$ cat config.mk
export PLATFORM = sky130hd
export DESIGN_NAME = rx_fifo_irq
export DESIGN_NICKNAME = d
export VERILOG_FILES = /design/src/rtl/rx_fifo_pkg.sv /design/src/rtl/rx_fifo_store.sv /design/src/rtl/rx_fifo_wdog.sv /design/src/rtl/rx_fifo_irq.sv
export SDC_FILE = /design/constraint.sdc
export NUM_CORES = 1
export LEC_CHECK = 0
export BUFFER_PORTS_ARGS = -buffer_cell sky130_fd_sc_hd__buf_2
export CAP_MARGIN = 20
export CORE_ASPECT_RATIO = 0.75
export CORE_MARGIN = 10
export CORE_UTILIZATION = 55
export DETAILED_ROUTE_END_ITERATION = 10
export PLACE_DENSITY = 0.73
export SYNTH_ARGS = -nofsm -noshare
export SYNTH_HDL_FRONTEND = slang
export SYNTH_SLANG_ARGS = --single-unit
$ cat constraint.sdc
create_clock -name clk -period 6.2 [get_ports clk]
set_input_delay 0.93 -clock clk [delete_from_list [all_inputs] [get_ports clk]]
set_output_delay 0.93 -clock clk [all_outputs]
set_load 0.03 [all_outputs]
$ cat src/rtl/rx_fifo_pkg.sv
package rx_fifo_pkg;
  localparam int unsigned DEPTH_LG = 16;
  localparam int unsigned DEPTH_SM = 8;
  localparam int unsigned PTR_W    = $clog2(DEPTH_LG);
  localparam int unsigned CNT_W    = PTR_W + 1;

  typedef logic [CNT_W-1:0] cnt_t;

  // Fill threshold for a depth choice and a two-bit level code.
  function automatic cnt_t level_thr(input logic deep, input logic [1:0] code);
    cnt_t t;
    if (deep) begin
      case (code)
        2'd0: t = cnt_t'(1);
        2'd1: t = cnt_t'(DEPTH_LG / 2);
        2'd2: t = cnt_t'(DEPTH_LG * 3 / 4);
        default: t = cnt_t'(DEPTH_LG);
      endcase
    end else begin
      case (code)
        2'd0: t = cnt_t'(1);
        2'd1: t = cnt_t'(3);
        2'd2: t = cnt_t'(6);
        default: t = cnt_t'(DEPTH_SM);
      endcase
    end
    return t;
  endfunction
endpackage

$ cat src/rtl/rx_fifo_store.sv
module rx_fifo_store
  import rx_fifo_pkg::*;
#(
  parameter int unsigned DATA_W = 8
) (
  input  logic              clk,
  input  logic              rst_n,
  input  logic              flush,
  input  logic              deep,
  input  logic              push,
  input  logic [DATA_W-1:0] push_data,
  input  logic              pop,
  output logic [DATA_W-1:0] head_data,
  output cnt_t              count
);
  logic [DATA_W-1:0] mem [DEPTH_LG];
  logic [PTR_W-1:0]  wptr, rptr;
  logic [PTR_W-1:0]  last;

  assign last      = deep ? PTR_W'(DEPTH_LG - 1) : PTR_W'(DEPTH_SM - 1);
  assign head_data = mem[rptr];

  always_ff @(posedge clk) begin
    if (push) mem[wptr] <= push_data;
  end

  always_ff @(posedge clk) begin
    if (!rst_n || flush) begin
      wptr  <= '0;
      rptr  <= '0;
      count <= '0;
    end else begin
      if (push) wptr <= (wptr == last) ? '0 : wptr + 1'b1;
      if (pop)  rptr <= (rptr == last) ? '0 : rptr + 1'b1;
      case ({push, pop})
        2'b10:   count <= count + 1'b1;
        2'b01:   count <= count - 1'b1;
        default: count <= count;
      endcase
    end
  end
endmodule

$ cat src/rtl/rx_fifo_wdog.sv
module rx_fifo_wdog #(
  parameter int unsigned LIMIT = 64
) (
  input  logic clk,
  input  logic rst_n,
  input  logic restart,
  input  logic enable,
  input  logic nonempty,
  input  logic tick,
  output logic fired
);
  localparam int unsigned TW = $clog2(LIMIT);
  logic [TW-1:0] ticks;

  always_ff @(posedge clk) begin
    if (!rst_n || restart || !enable) begin
      ticks <= '0;
      fired <= 1'b0;
    end else if (nonempty && tick && !fired) begin
      if (ticks == TW'(LIMIT - 1)) fired <= 1'b1;
      else                         ticks <= ticks + 1'b1;
    end
  end
endmodule

$ cat src/rtl/rx_fifo_irq.sv
module rx_fifo_irq
  import rx_fifo_pkg::*;
#(
  parameter int unsigned DATA_W     = 8,
  parameter int unsigned WDOG_TICKS = 64
) (
  input  logic              clk,
  input  logic              rst_n,
  input  logic              rx_wr_en,
  input  logic [DATA_W-1:0] rx_wr_data,
  output logic              rd_valid,
  input  logic              rd_ready,
  output logic [DATA_W-1:0] rd_data,
  input  logic              bit_tick,
  input  logic              depth_sel,
  input  logic              wdog_en,
  input  logic              lvl_hi,
  input  logic              lvl_lo,
  input  logic              ovr_clr,
  output logic [CNT_W-1:0]  fill_count,
  output logic              full,
  output logic              overrun,
  output logic              irq
);
  logic depth_q;
  logic flush, push, pop, wd_fired;
  cnt_t cap, count;

  assign flush = (depth_sel != depth_q);
  assign cap   = depth_q ? cnt_t'(DEPTH_LG) : cnt_t'(DEPTH_SM);
  assign full  = (count == cap);
  assign rd_valid = (count != '0);
  assign push  = rx_wr_en && !full && !flush;
  assign pop   = rd_valid && rd_ready && !flush;
  assign fill_count = count;

  always_ff @(posedge clk) begin
    if (!rst_n) depth_q <= 1'b0;
    else        depth_q <= depth_sel;
  end

  always_ff @(posedge clk) begin
    if (!rst_n)                           overrun <= 1'b0;
    else if (rx_wr_en && full && !flush)  overrun <= 1'b1;
    else if (ovr_clr)                     overrun <= 1'b0;
  end

  rx_fifo_store #(.DATA_W(DATA_W)) u_store (
    .clk(clk), .rst_n(rst_n), .flush(flush), .deep(depth_q),
    .push(push), .push_data(rx_wr_data), .pop(pop),
    .head_data(rd_data), .count(count)
  );

  rx_fifo_wdog #(.LIMIT(WDOG_TICKS)) u_wdog (
    .clk(clk), .rst_n(rst_n), .restart(push || pop || flush),
    .enable(wdog_en), .nonempty(rd_valid), .tick(bit_tick),
    .fired(wd_fired)
  );

  assign irq = rd_valid &&
               ((count >= level_thr(depth_q, {lvl_hi, lvl_lo})) || wd_fired);
endmodule

==> Flow_metrics.wiki, run 1 <==
{| class="wikitable"
! Metric !! Value
|-
| Area of the core region || 11500 um^2
|-
| Count of flip-flops with a built-in enable after synthesis || approximately 130
|-
| CP arrival || around 2600 ps
|-
| Syn_nets || about 420
|-
| Initial antenna violation count || 1
|-
| Data required time of the critical path || approximately 5300 ps
|-
| Share of power burned in registers || between 40% and 50%
|-
| TritonCTS clock tree || yes
|-
| Post-synthesis instance area || 6460 um^2
|-
| Final hold vios || 0
|-
| Worst Path Max Fanout || 32
|-
| Maximum operating frequency || 0.281 GHz
|-
| Initial core utilization || between 50% and 60%
|-
| Maximum capacitance violations || 0
|-
| Post-CTS sizing || 0
|-
| First-pass DRT Iterations || 7
|-
| Number of filler cells placed in the layout || 794
|-
| Clock latency reported for the late side of the worst-skew pair || 420 ps
|-
| Hold crit path type || reg2reg
|-
| Number of clock sinks || roughly 150
|-
| Floorplan die width || around 150 um
|-
| Total of hold buffers inserted after clock tree synthesis || 0
|-
| Unique cell type count in the Yosys netlist || 44
|-
| Library cell with the largest summed area after synthesis || sky130_fd_sc_hd__edfxtp_1
|-
| Area fraction of the dominant cell type after synthesis || slightly below 60%
|-
| CTS clock-pin slew for the worst setup and hold paths || about 60 ps
|-
| Final setup fails || 0
|-
| Number of setup buffers added after CTS || 0
|-
| Leak Pwr || about 2.5 nW
|-
| Maximum number of pins on one net before global-route repair || 33
|-
| Setup repair after global routing missed its margin || no
|-
| P&R area growth vs syn || 15.0%
|-
| FF+latch count, synth || 154
|-
| Post-Syn Area per Cell || roughly 17 um^2
|-
| Time the worst path needs with I/O delays and setup || approximately 3600 ps
|-
| Antenna diode instance count || 0
|-
| Routed vias/inst || 5.89
|-
| Largest cells by area after synthesis || sky130_fd_sc_hd__edfxtp_1, sky130_fd_sc_hd__mux4_2, sky130_fd_sc_hd__dfxtp_1
|-
| Sw Pwr || around 480 uW
|-
| Detailed-route wire length || 13500 um
|-
| Number of DRC violations after detailed-routing iteration 0 || between 400 and 500
|-
| Most common library cell in the layout ignoring fill and taps || sky130_fd_sc_hd__edfxtp_1
|-
| Vertical die dimension || 114 um
|-
| Full die area || between 15000 and 20000 um^2
|-
| Run status || finished clean
|-
| Clock root buffer || sky130_fd_sc_hd__clkbuf_16
|-
| Internal power || about 1.9 mW
|-
| Sw Share || approximately a fifth
|-
| Total power density per cell area || 316 nW/um^2
|-
| DRC violations left || 0
|-
| Maximum count of clock buffers along a single path || 2
|-
| Final worst clock skew || 6.90 ps
|-
| Commonest register cell after synthesis || sky130_fd_sc_hd__edfxtp_1
|-
| Headroom to the max-slew limit || between 40% and 50%
|-
| Worst-case setup slack after placement || 2650 ps
|-
| Register area || between 4000 and 5000 um^2
|-
| Post-DRT Antenna Nets || 0
|-
| Combinational group share of total power || around 3.6%
|-
| Count of input and output buffers || 34
|-
| Startpoint-to-endpoint class of the critical path || reg2out
|-
| Wire length of the first global-routing pass || roughly 21000 um
|-
| Commonest non-fill, non-tap cells in the layout || sky130_fd_sc_hd__edfxtp_1, sky130_fd_sc_hd__mux4_2, sky130_fd_sc_hd__buf_2
|-
| Share of cells above drive strength 1 || about a quarter
|-
| Routed via count || ~3500
|-
| Routability congestion estimate || 0.780
|-
| Standard-cell rows || 34
|-
| H-tree Lvls || 4
|-
| Crit path launch type || flip-flop
|-
| Via count of the first global-routing pass || ~3500
|-
| Worst setup margin || 2640 ps
|-
| Total half-perimeter wirelength after legalization and detailed placement || 8040 um
|-
| Sum of negative setup slack || 0 ps
|-
| Overall global routing resource usage || between 15 and 20%
|-
| Warning count from the yosys run || 0
|-
| Final Total Pwr || 2.35 mW
|-
| Critical Path Sink Type || output pin
|-
| Overflow left after global routing || 0
|-
| Ports placed on the boundary || 35
|-
| Synth Instances || between 300 and 400
|-
| Worst slew pin tran || about 830 ps
|-
| Async set or reset register ratio after synthesis || 0%
|-
| Number of buffers created by CTS || 17
|-
| Maximum VDD drop || ~0.21 mV
|-
| Sequential-to-total area share from yosys stat || about 68%
|-
| Routed WL per cell || 22.7 um
|-
| NumNets Final || ~460
|-
| Fraction of power consumed by the clock network || approximately half
|-
| Post-route clock period utilization || roughly 57%
|-
| Footprint of the multi-input gates || between 1500 and 2000 um^2
|-
| Slew Limit Fails || 0
|}
## flip-flops by register name (all words and copies together), names as in the netlist, named ones only
| signal | cells |
|---|---|
| overrun | 1 |
| depth_q | 1 |
| u_store.rptr | 4 |
| u_store.mem | 128 |
| u_store.wptr | 4 |
| u_wdog.ticks | 6 |
| u_wdog.fired | 1 |
| u_store.count | 5 |
## metal layers
layer | track usage, % | wire length (um)
met1 | 22.7 | 5990
met2 | 26.5 | 6420
met3 | 5.07 | 839
met4 | 6.12 | 206
met5 | 0 | 8
## area by class of cell
| cell class | count | area share [%] |
|---|---|---|
| Sequential cell | 154 | 58.7 |
| Timing Repair Buffer | 36 | 2.49 |
| Inverter | 12 | 0.640 |
| Tap cell | 162 | 2.73 |
| Multi-Input combinational cell | 197 | 26.6 |
| Clock buffer | 18 | 5.78 |
| Clock inverter | 14 | 2.98 |
## worst max-delay path, stage by stage, from the launching register on
cell                      delay, ps
sky130_fd_sc_hd__dfxtp_2        310
sky130_fd_sc_hd__buf_4          520
sky130_fd_sc_hd__mux4_2         590
sky130_fd_sc_hd__mux4_2         540
sky130_fd_sc_hd__buf_2          210
## synth_stat cells (5+ instances only)
cell type,count
sky130_fd_sc_hd__nand3_1,5
sky130_fd_sc_hd__clkbuf_1,7
sky130_fd_sc_hd__and2_1,16
sky130_fd_sc_hd__edfxtp_1,128
sky130_fd_sc_hd__mux4_2,40
sky130_fd_sc_hd__inv_1,11
sky130_fd_sc_hd__nor3_1,5
sky130_fd_sc_hd__ha_1,20
sky130_fd_sc_hd__nand2_1,20
sky130_fd_sc_hd__dfxtp_1,26
sky130_fd_sc_hd__xor2_1,8
sky130_fd_sc_hd__a21oi_1,15
sky130_fd_sc_hd__xnor2_1,5
sky130_fd_sc_hd__nor2_1,13
sky130_fd_sc_hd__o21ai_0,5
sky130_fd_sc_hd__nor2b_1,5
## power groups by stage
stage          sequential, mW  clock, mW  combinational (mW)
6_report                 1.13       1.13              0.0857
5_1_grt                  1.13       1.19              0.0949
4_1_cts                  1.13       1.15              0.0867
3_5_place_dp             1.15          0              0.0859
3_3_place_gp             1.15          0              0.0821
2_1_floorplan            1.15          0              0.0530
## through the flow
step	std cells	util [%]	hold WS, ps	area, um^2
6_report	593	64.5	471	7430
4_1_cts	593	64.5	476	7430
2_1_floorplan	378	-	448	6460
3_5_place_dp	561	58.8	467	6780
3_3_place_gp	561	58.8	458	6780
5_1_grt	593	64.5	497	7430
## cell families (layout without fill, tap and decap cells)
| family | count (synthesis) | in the layout | synth area share (%) |
|---|---|---|---|
| compound gates | 33 | 33 | 3.08 |
| xor+xnor | 13 | 13 | 1.76 |
| fa+ha+maj | 20 | 20 | 3.87 |
| buf+inv | 27 | 80 | 1.80 |
| flops | 154 | 154 | 67.6 |
| mux | 42 | 42 | 14.3 |
| simple gates | 89 | 89 | 7.67 |
## final timing paths
kind / start / endpoint / slack [ps] / cells past startpoint
hold / removal: u_wdog.ticks[1]$_SDFFE_PP0P_ / u_wdog.ticks[1]$_SDFFE_PP0P_ / 470 / 2
hold reg to reg: u_wdog.ticks[1]$_SDFFE_PP0P_ / u_wdog.ticks[1]$_SDFFE_PP0P_ / 470 / 2
setup / recovery: flip-flop / rd_data[0] / 2640 / 4
setup reg to reg: depth_q$_SDFF_PN0_ / u_store.count[4]$_SDFFE_PP0P_ / 3000 / 12
No activity file was read; power rests on OpenSTA's default activity.
==> run 2: changes to the inputs <==
- clock period: 6.2 -> 3.3 ns (I/O delays scaled with it)
==> run 2 against run 1 <==
Net effect: worst hold slack lost 150 ps; sequential cell count is the same; wire length shrank 1.4%; register-to-register slack lost 2800 ps; final cell count grew 0.51%; largest cell class unchanged; power grew 76%.
==> Flow_metrics.wiki, run 2 (synthesis results as in run 1) <==
{| class="wikitable"
! Metric !! Value
|-
| NumNets Final || 459 (was 456)
|-
| Number of DRC violations after detailed-routing iteration 0 || 446 (was 417)
|-
| Total power density per cell area || 558 nW/um^2 (was 316 nW/um^2)
|-
| Most common cell on crit path || sky130_fd_sc_hd__ha_1 (was sky130_fd_sc_hd__mux4_2)
|-
| Sw Share || 21.8% (was 20.3%)
|-
| Routed via count || 3474 (was 3492)
|-
| Crit path launch type || flip-flop (unchanged)
|-
| Post-DRT Antenna Nets || 0 (unchanged)
|-
| Setup repair after global routing missed its margin || no (unchanged)
|-
| DRC violations left || 0 (unchanged)
|-
| Maximum count of clock buffers along a single path || 2 (unchanged)
|-
| Cell-by-cell listing of the critical path || nor3_2 -> o21ai_2 -> and2_4 -> inv_4 -> ha_1 -> xor2_1 -> ha_1 -> a21oi_1 -> or3b_2 -> a31oi_1 -> xnor2_1 -> nor2_1 (was buf_4 -> mux4_2 -> mux4_2 -> buf_2)
|-
| Standard-cell rows || 34 (unchanged)
|-
| Stages on the worst setup path || 12 (was 4)
|-
| Routability congestion estimate || 0.726 (was 0.780)
|-
| Post-route clock period utilization || about 93%
|-
| Number of buffers created by CTS || 17 (unchanged)
|-
| H-tree Lvls || 4 (unchanged)
|-
| Leak Pwr || 2.45 nW (was 2.48 nW)
|-
| Worst stage delay on the critical path || 450 ps (was 590 ps)
|-
| Wire length of the first global-routing pass || 20700 um (was 21200 um)
|-
| Family with the most delay on the worst path || simple AND/OR/NAND/NOR gates (was multiplexers)
|-
| Startpoint-to-endpoint class of the critical path || reg2reg (was reg2out)
|-
| Worst reg2reg path depth || 12 (unchanged)
|-
| Full die area || 16500 um^2 (unchanged)
|-
| Commonest non-fill, non-tap cells in the layout || sky130_fd_sc_hd__edfxtp_1, sky130_fd_sc_hd__mux4_2, sky130_fd_sc_hd__buf_2 (unchanged)
|-
| Antenna diode instance count || 0 (unchanged)
|-
| Worst slew pin tran || 841 ps (was 830 ps)
|-
| Initial core utilization || 56.0% (unchanged)
|-
| CP arrival || 3360 ps (was 2630 ps)
|-
| Detailed-route wire length || 13300 um (was 13500 um)
|-
| Floorplan die width || 145 um (unchanged)
|-
| Overflow left after global routing || 0 (unchanged)
|-
| Share of power burned in registers || 51.4% (was 48.1%)
|-
| Run status || finished clean (unchanged)
|-
| Headroom to the max-slew limit || 43.6% (was 44.3%)
|-
| Critical Path Sink Type || flip-flop (was output pin)
|-
| Maximum capacitance violations || 0 (unchanged)
|-
| Sum of negative setup slack || 0 ps (unchanged)
|-
| Slowest cell on crit path || sky130_fd_sc_hd__or3b_2 (was sky130_fd_sc_hd__mux4_2)
|-
| Max reg flops || 128 (unchanged)
|-
| Time the worst path needs with I/O delays and setup || a little over 3000 ps
|-
| Initial antenna violation count || 1 (unchanged)
|-
| Routed WL per cell || 22.3 um (was 22.7 um)
|-
| Most common library cell in the layout ignoring fill and taps || sky130_fd_sc_hd__edfxtp_1 (unchanged)
|-
| Overall global routing resource usage || 16.6% (was 17.1%)
|-
| Combinational group share of total power || 4.1% (was 3.6%)
|-
| First-pass DRT Iterations || 5 (was 7)
|-
| Count of input and output buffers || 34 (unchanged)
|-
| Number of filler cells placed in the layout || 813 (was 794)
|-
| Hold crit path type || in2reg (was reg2reg)
|-
| Sw Pwr || 901 uW (was 476 uW)
|-
| CTS clock-pin slew for the worst setup and hold paths || 60 ps (about the same)
|-
| Maximum number of pins on one net before global-route repair || 33 (unchanged)
|-
| Final hold vios || 0 (unchanged)
|-
| Worst Path Max Fanout || 11 (was 32)
|-
| P&R area growth vs syn || 14.4% (was 15.0%)
|-
| Vertical die dimension || 114 um (unchanged)
|-
| Registers with the most flip-flops || u_store.mem: 128 flops, u_wdog.ticks: 6 flops, u_store.count: 5 flops (unchanged)
|-
| Final worst clock skew || 6.55 ps (was 6.90 ps)
|-
| Fraction of power consumed by the clock network || 44.6% (was 48.3%)
|-
| TritonCTS clock tree || yes (unchanged)
|-
| Number of clock sinks || 154 (unchanged)
|-
| Number of instances on the worst hold path || 2 (unchanged)
|-
| Internal power || 3.23 mW (was 1.87 mW)
|-
| Clock latency reported for the late side of the worst-skew pair || 420 ps (about the same)
|-
| Clock root buffer || sky130_fd_sc_hd__clkbuf_16 (unchanged)
|-
| Maximum operating frequency || around 0.33 GHz
|-
| Ports placed on the boundary || 35 (unchanged)
|-
| Via count of the first global-routing pass || 3472 (was 3502)
|-
| Final setup fails || 0 (unchanged)
|-
| Share of cells above drive strength 1 || 27.2% (was 26.0%)
|-
| Register containing the most flip-flops in the final layout || u_store.mem (unchanged)
|-
| Slew Limit Fails || 0 (unchanged)
|-
| Number of setup buffers added after CTS || 0 (unchanged)
|-
| Worst setup margin || 229 ps (was 2640 ps)
|-
| Total half-perimeter wirelength after legalization and detailed placement || 8160 um (was 8040 um)
|-
| Maximum VDD drop || 0.419 mV (was 0.207 mV)
|-
| Data required time of the critical path || 3590 ps (was 5270 ps)
|-
| Worst-case setup slack after placement || 167 ps (was 2650 ps)
|-
| Buffers plus inverters on the worst setup path || 1 (was 2)
|-
| Area of the core region || 11500 um^2 (unchanged)
|-
| Routed vias/inst || 5.83 (was 5.89)
|}
==> run 2: cell count changes in the layout (fill, tap and decap cells not counted) <==
cell                         change
sky130_fd_sc_hd__clkinvlp_4      +4
sky130_fd_sc_hd__inv_6           +5
sky130_fd_sc_hd__clkinv_4        -4
sky130_fd_sc_hd__nor3_1          -1
sky130_fd_sc_hd__nor3_2          +1
sky130_fd_sc_hd__a21boi_1        -1
sky130_fd_sc_hd__buf_4           +2
sky130_fd_sc_hd__buf_12          +1
sky130_fd_sc_hd__clkbuf_1        -1
sky130_fd_sc_hd__bufinv_16       -4
sky130_fd_sc_hd__a21boi_2        +1
==> run 2: per-stage QoR <==
stage / total power [mW] / area (um^2) / utilization [%] / hold WS [ps] / instances
floorplan: 2.26 / 6460 / - / 448 / 378
global placement: 2.32 / 6820 / 59.1 / 457 / 564
detailed placement: 2.33 / 6820 / 59.1 / 472 / 564
CTS: 4.15 / 7380 / 64.0 / 307 / 596
global route: 4.26 / 7390 / 64.1 / 338 / 596
finish: 4.13 / 7390 / 64.1 / 324 / 596
==> run 2: worst paths after layout <==
kind	startpoint	endpoint	slack [ps]
min	depth_sel	depth_q$_SDFF_PN0_	320
max reg2reg	u_store.count[0]$_SDFFE_PP0P_	u_store.count[4]$_SDFFE_PP0P_	230
max	u_store.count[0]$_SDFFE_PP0P_	u_store.count[4]$_SDFFE_PP0P_	230
min reg2reg	u_wdog.ticks[1]$_SDFFE_PP0P_	u_wdog.ticks[1]$_SDFFE_PP0P_	480
==> run 2: final cells by class <==
type	count	area, um^2	share of cell area [%]
clock buffer	17	425	5.76
tap	162	203	2.74
timing repair buffer	39	220	2.98
multi-input combinational	197	1990	26.9
sequential	154	4370	59.1
inverter	12	47.5	0.643
clock inverter	15	140	1.90
==> run 2: power groups by stage <==
stage / combinational (mW) / clock, mW / sequential [mW]
final: 0.167 / 1.84 / 2.12
after global routing: 0.186 / 1.95 / 2.12
after CTS: 0.168 / 1.86 / 2.12
after detailed placement: 0.167 / 0 / 2.16
after global placement: 0.162 / 0 / 2.16
after floorplan: 0.0995 / 0 / 2.16
==> run 2: per-layer routing <==
layer	share of wire [%]	wire [um]	track usage, %
met5	0.14	18	0
met4	1.0	137	5.78
met3	6.7	890	4.35
met2	49	6460	25.5
met1	43	5770	22.6
==> run 2: what timing repair did <==
item / CTS / global route
hold buffers: 0 / 0
hold endpoints to repair: 0 / 0
endpoints found under the setup margin: 0 / 1
gates resized for setup: 0 / 2
